**config.mk**
```make
export PLATFORM = sky130hd
export DESIGN_NAME = serial_rate_gen
export DESIGN_NICKNAME = d
export VERILOG_FILES = /design/src/rtl/serial_rate_pkg.sv /design/src/rtl/serial_rate_datapath.sv /design/src/rtl/serial_rate_ctrl.sv /design/src/rtl/serial_rate_sampler.sv /design/src/rtl/serial_rate_gen.sv
export SDC_FILE = /design/constraint.sdc
export NUM_CORES = 1
export LEC_CHECK = 0
export ABC_AREA = 1
export ABC_CLOCK_PERIOD_IN_PS = 1600
export BUFFER_PORTS_ARGS = -buffer_cell sky130_fd_sc_hd__buf_2
export CAP_MARGIN = 20
export CORE_ASPECT_RATIO = 0.8
export CORE_MARGIN = 4
export CORE_UTILIZATION = 53
export CTS_BUF_LIST = sky130_fd_sc_hd__clkbuf_2 sky130_fd_sc_hd__clkbuf_4 sky130_fd_sc_hd__clkbuf_8
export DETAILED_ROUTE_END_ITERATION = 16
export PLACE_DENSITY = 0.77
export SLEW_MARGIN = 25
export SYNTH_ARGS = -nofsm -noshare
export SYNTH_HDL_FRONTEND = slang
export SYNTH_SLANG_ARGS = --single-unit
export TNS_END_PERCENT = 10
```
**constraint.sdc**
```tcl
create_clock -name clk -period 1.6 [get_ports clk]
set_clock_uncertainty 0.15 [all_clocks]
set_input_delay 0.48 -clock clk [delete_from_list [all_inputs] [get_ports clk]]
set_output_delay 0.48 -clock clk [all_outputs]
set_load 0.01 [all_outputs]
```
**src/rtl/serial_rate_pkg.sv**
```systemverilog
package serial_rate_pkg;
  // Strobes from control to the divisor datapath
  typedef struct packed {
    logic step;   // advance the timer by one count
    logic clear;  // restart the timer at zero
  } timerCtl_t;
endpackage

```
**src/rtl/serial_rate_datapath.sv**
```systemverilog
module serial_rate_datapath
  import serial_rate_pkg::*;
#(
  parameter int DIV_W = 8
) (
  input  logic             clk,
  input  logic             rstN,
  input  timerCtl_t        ctl,
  input  logic             wrEn,
  input  logic [DIV_W-1:0] wrData,
  output logic             wrap
);
  logic [DIV_W-1:0] divReg;
  logic [DIV_W-1:0] timer;
  logic             atTop;

  assign atTop = (timer == divReg);
  assign wrap  = ctl.step && !ctl.clear && atTop;

  always_ff @(posedge clk) begin
    if (!rstN) begin
      divReg <= '0;
      timer  <= '0;
    end else begin
      if (wrEn) divReg <= wrData;
      if (ctl.clear)     timer <= '0;
      else if (ctl.step) timer <= atTop ? '0 : timer + 1'b1;
    end
  end
endmodule

```
**src/rtl/serial_rate_ctrl.sv**
```systemverilog
module serial_rate_ctrl
  import serial_rate_pkg::*;
#(
  parameter int OVS_RATE = 16,
  parameter int SLOW_PRE = 4,
  localparam int PHASE_W = $clog2(OVS_RATE),
  localparam int PRE_W   = (SLOW_PRE > 1) ? $clog2(SLOW_PRE) : 1
) (
  input  logic               clk,
  input  logic               rstN,
  input  logic               wrEn,
  input  logic               syncMode,
  input  logic               fastSel,
  input  logic               wrap,
  input  logic               rxIn,
  input  logic               resync,
  output timerCtl_t          ctl,
  output logic               ovsWrap,
  output logic [PHASE_W-1:0] phase,
  output logic               ovsTick,
  output logic               bitTick,
  output logic               shiftClk
);
  localparam logic [PRE_W-1:0]   PRE_LAST   = PRE_W'(SLOW_PRE - 1);
  localparam logic [PHASE_W-1:0] PHASE_LAST = PHASE_W'(OVS_RATE - 1);

  logic [PRE_W-1:0] preCnt;
  logic             halfFlag;
  logic             rxPrev;
  logic             realign;
  logic             bitNext;

  assign ctl.clear = wrEn;
  assign ctl.step  = syncMode || fastSel || (preCnt == PRE_LAST);
  assign ovsWrap   = wrap && !syncMode;
  assign realign   = resync || (rxPrev && !rxIn);
  assign bitNext   = syncMode ? (wrap && halfFlag && shiftClk)
                              : (ovsWrap && (phase == PHASE_LAST));

  always_ff @(posedge clk) begin
    if (!rstN) begin
      preCnt   <= '0;
      halfFlag <= 1'b0;
      shiftClk <= 1'b0;
      phase    <= '0;
      rxPrev   <= 1'b1;
      ovsTick  <= 1'b0;
      bitTick  <= 1'b0;
    end else begin
      preCnt  <= (wrEn || preCnt == PRE_LAST) ? '0 : preCnt + 1'b1;
      rxPrev  <= rxIn;
      ovsTick <= ovsWrap;
      bitTick <= bitNext;
      if (realign)      phase <= '0;
      else if (ovsWrap) phase <= phase + 1'b1;
      if (wrEn || !syncMode) begin
        halfFlag <= 1'b0;
        shiftClk <= 1'b0;
      end else if (wrap) begin
        halfFlag <= !halfFlag;
        if (halfFlag) shiftClk <= !shiftClk;
      end
    end
  end
endmodule

```
**src/rtl/serial_rate_sampler.sv**
```systemverilog
module serial_rate_sampler #(
  parameter int OVS_RATE   = 16,
  parameter int SAMPLE_MID = 8,
  localparam int PHASE_W   = $clog2(OVS_RATE)
) (
  input  logic               clk,
  input  logic               rstN,
  input  logic               sampleEn,
  input  logic [PHASE_W-1:0] phase,
  input  logic               rxIn,
  output logic               rxLevel
);
  localparam logic [PHASE_W-1:0] PH_A = PHASE_W'(SAMPLE_MID - 1);
  localparam logic [PHASE_W-1:0] PH_B = PHASE_W'(SAMPLE_MID);
  localparam logic [PHASE_W-1:0] PH_C = PHASE_W'(SAMPLE_MID + 1);

  logic sampA;
  logic sampB;
  logic vote;

  assign vote = (sampA & sampB) | (sampA & rxIn) | (sampB & rxIn);

  always_ff @(posedge clk) begin
    if (!rstN) begin
      sampA   <= 1'b1;
      sampB   <= 1'b1;
      rxLevel <= 1'b1;
    end else if (sampleEn) begin
      if (phase == PH_A) sampA   <= rxIn;
      if (phase == PH_B) sampB   <= rxIn;
      if (phase == PH_C) rxLevel <= vote;
    end
  end
endmodule

```
**src/rtl/serial_rate_gen.sv**
```systemverilog
module serial_rate_gen
  import serial_rate_pkg::*;
#(
  parameter int DIV_W      = 8,
  parameter int OVS_RATE   = 16,
  parameter int SLOW_PRE   = 4,
  parameter int SAMPLE_MID = 8
) (
  input  logic             clk,
  input  logic             rstN,
  input  logic             divWrEn,
  input  logic [DIV_W-1:0] divWrData,
  input  logic             syncMode,
  input  logic             fastSel,
  input  logic             rxIn,
  input  logic             resync,
  output logic             ovsTick,
  output logic             bitTick,
  output logic             shiftClk,
  output logic             rxLevel
);
  localparam int PHASE_W = $clog2(OVS_RATE);

  timerCtl_t          timerCtl;
  logic               timerWrap;
  logic               ovsWrap;
  logic [PHASE_W-1:0] phase;

  serial_rate_datapath #(.DIV_W(DIV_W)) u_dp (
    .clk(clk), .rstN(rstN), .ctl(timerCtl), .wrEn(divWrEn),
    .wrData(divWrData), .wrap(timerWrap)
  );

  serial_rate_ctrl #(.OVS_RATE(OVS_RATE), .SLOW_PRE(SLOW_PRE)) u_ctrl (
    .clk(clk), .rstN(rstN), .wrEn(divWrEn), .syncMode(syncMode),
    .fastSel(fastSel), .wrap(timerWrap), .rxIn(rxIn), .resync(resync),
    .ctl(timerCtl), .ovsWrap(ovsWrap), .phase(phase),
    .ovsTick(ovsTick), .bitTick(bitTick), .shiftClk(shiftClk)
  );

  serial_rate_sampler #(.OVS_RATE(OVS_RATE), .SAMPLE_MID(SAMPLE_MID)) u_vote (
    .clk(clk), .rstN(rstN), .sampleEn(ovsWrap), .phase(phase),
    .rxIn(rxIn), .rxLevel(rxLevel)
  );
endmodule

```
==> flow_summary.ini <==
[routing]
routed-via-count = 1267
drtIter0Drc = 30
drtAntennaViolNets = 0
routedWlPerCell_um = 11.9
drt-pass1-iter-count = 4
drt_wl_total_um = 3060
avgViaCountPerCell = 4.93
post-route-drc-count = 0

[clock_tree]
clk_path_buf_depth = 2
cts_root_buf = clkbuf_4
cts_tree = built
cts.clk_slew.worst_paths_ns = 0.09
cts_made_buffers = 5
cts.sinks = 30
h-tree-depth = 2
clock_latency_ns = 0.33

[timing]
layout_min_cycle_time_ns = 1.60
relSlewSlack = 0.792
rsz0062_at_grt = yes
finalSetupViolCount = 1
drv_slew = 0
hold_slack_ns = 0.211
finalSetupTns_ns = -0.000455
finalHoldViolCount = 0
finalCritPeriodShare = 1.00
fmax_mhz = 625
setup_ws_ns = -0.000455
tightest_slew_ns = 0.310

[cells_and_area]
fin_area_um2 = 1750
num-fill-cells = 204
nNetsFinal = 240
final_cell_mix = 38 x nand2_1, 25 x dfxtp_1, 24 x nor2_1, 18 x buf_2, 16 x inv_1
drive_gt1_frac = 0.299
syn_to_final_growth_pct = 26.4
mostFrequentLayoutCell = nand2_1
antenna_cells = 0

[floorplan]
start_util = 0.562
die_x_um = 65.1
fp.dieH_um = 53.7
die_area_um2 = 3500
rows = 16
core_um2 = 2460
io_pins = 19

[pwr]
switching_power_uw = 361
power.density_nw_per_um2 = 853
combPwrFrac = 0.098
p_leak_uw = 0.000762
seqPwrFrac = 0.525
irDropWorstVdd_mv = 0.658
p_clk_frac = 0.377
switching_share = 0.242
p_int_uw = 1130

[yosys]
syn_area_um2 = 1380
netlist_instances = 184
synth_warnings = 0
synth_cell_types = 24
ys_ff_latch = 30
syn_avg_cell_area_um2 = 7.52
synth.net_count = 204
ys_seq_area_frac = 0.434

[critical_path]
end_kind = register
cpPeakStageDelay_ns = 0.33
critPathArrivalTime_ns = 1.68
worstPathMaxFanout = 11
reg2reg_from = u_dp.divReg[7]$_SDFFE_PN0P_
path_cells = xnor2_1 > nand2_1 > nor2_2 > nand3_2 > nor2_4 > buf_12 > nand2_1 > nand2_1 > nand3_1
critPathSlowestCell = dfxtp_1
critPathMostFrequentCell = nand2_1
critical_path_class = reg -> reg
reg2reg_slack_ns = -0.0005
critPathRequiredTime_ns = 1.68
r2r_cells = 9
r2r_end = u_vote.sampA$_SDFFE_PN1P_
cp-start-kind = register

[worst_hold_path]
hp-class = in -> reg
hold_start = divWrData[7]
hold_depth = 3
hold-path-endpoint = u_dp.divReg[7]$_SDFFE_PN0P_

[grt]
grt_pass1_vias = 1277
grt_pass1_wl_um = 5220
antenna_found_initial = 0
grt_usage = 0.203
gr-total-overflow = 0
grt_max_degree = 13

[placement]
hpwl_um = 2180
io_buffers = 18
place.gp.congestion = 0.805
placed_area_um2 = 1610

[outcome]
violations = negative setup slack
status = finished, violations left

[job]
cap_violations = 0
## worst max-delay path, delay by kind of cell, from the launching register on
kind | cells | cell delay, ns
simple gates | 7 | 0.71
flops | 1 | 0.33
xor+xnor | 1 | 0.16
buf+inv | 1 | 0.13
## Yosys cell counts
| library cell | number | share of area |
|---|---|---|
| a211oi_1 | 2 | 0.011 |
| a21oi_1 | 7 | 0.025 |
| a21oi_2 | 1 | 0.0063 |
| and3_1 | 3 | 0.014 |
| buf_6 | 1 | 0.0081 |
| clkbuf_1 | 2 | 0.0054 |
| dfxtp_1 | 30 | 0.43 |
| ha_1 | 5 | 0.045 |
| inv_1 | 21 | 0.057 |
| inv_4 | 1 | 0.0045 |
| maj3_1 | 1 | 0.0072 |
| nand2_1 | 38 | 0.10 |
| nand2_2 | 1 | 0.0045 |
| nand3_1 | 9 | 0.033 |
| nand3_2 | 2 | 0.014 |
| nand4_1 | 2 | 0.0090 |
| nor2_1 | 30 | 0.081 |
| nor2_2 | 2 | 0.0090 |
| nor3_1 | 2 | 0.0072 |
| nor3b_1 | 2 | 0.011 |
| o21ai_0 | 10 | 0.036 |
| or2_1 | 1 | 0.0045 |
| xnor2_1 | 8 | 0.051 |
| xor2_1 | 3 | 0.019 |
## final cells by class
cell class	count	area, um2	share of cell area
flip-flops and latches	30	607	0.347
multi-input cells	129	726	0.415
inverters	22	85.1	0.0486
clock buffers	8	78.8	0.0451
well taps	36	45.0	0.0258
repair buffers	32	208	0.119
## routing by layer
metal	GRT usage	part of all wire	routed length, um
met1	0.222	0.46	1400
met3	0.0710	0.053	163
met5	0	0	0
met2	0.350	0.47	1440
met4	0.114	0.016	49
## worst max-delay path by stage
stage                           startpoint                          to  slack (ns)
2_1_floorplan  u_ctrl.preCnt[0]$_SDFF_PP0_   u_vote.sampA$_SDFFE_PN1P_        0.04
3_3_place_gp                      syncMode  u_dp.timer[7]$_SDFFE_PP0N_       -0.09
3_5_place_dp                      syncMode  u_dp.timer[7]$_SDFFE_PP0N_       -0.13
4_1_cts        u_ctrl.preCnt[0]$_SDFF_PP0_  u_dp.timer[7]$_SDFFE_PP0N_      -0.006
5_1_grt        u_dp.divReg[3]$_SDFFE_PN0P_   u_vote.sampB$_SDFFE_PN1P_       -0.13
6_report       u_dp.divReg[7]$_SDFFE_PN0P_   u_vote.sampA$_SDFFE_PN1P_     -0.0005
## state kept, by name, summed over array words and instances, names as in the netlist, 2 cells and up
signal         flops
u_dp.divReg        8
u_ctrl.phase       4
u_dp.timer         8
u_ctrl.preCnt      2
## power groups by stage
stage                     Sequential [uW]  Clock, uW  Combinational [uW]
after floorplan                       795          0                75.9
after global placement                797          0                 125
after detailed placement              798          0                 130
after CTS                             782        572                 140
after global routing                  787        603                 164
final                                 784        562                 146
## per-stage QoR
| stage | setup slack (ns) | util | instances | power (uW) |
|---|---|---|---|---|
| 6_report | -0.000455 | 0.710 | 257 | 1490 |
| 5_1_grt | -0.128 | 0.710 | 257 | 1550 |
| 4_1_cts | -0.00593 | 0.701 | 257 | 1490 |
| 3_5_place_dp | -0.132 | 0.654 | 248 | 928 |
| 3_3_place_gp | -0.0896 | 0.654 | 248 | 922 |
| 2_1_floorplan | 0.0408 | - | 184 | 871 |
## logic make-up after synthesis
logic type               count (synthesis)  synth area share
AO/OA/AOI/OAI                           20            0.0787
XOR/XNOR                                11            0.0696
adder cells (fa/ha/maj)                  6            0.0524
buffers and inverters                   25            0.0751
flip-flops                              30             0.434
AND/OR/NAND/NOR                         92             0.290
## timing repair
item	CTS	global route
resized for setup	8	14
hold buffers	0	0
setup endpoints to repair	10	13
buffers inserted	1	0
pin swaps	4	6
(Power assumes the default switching activity.)
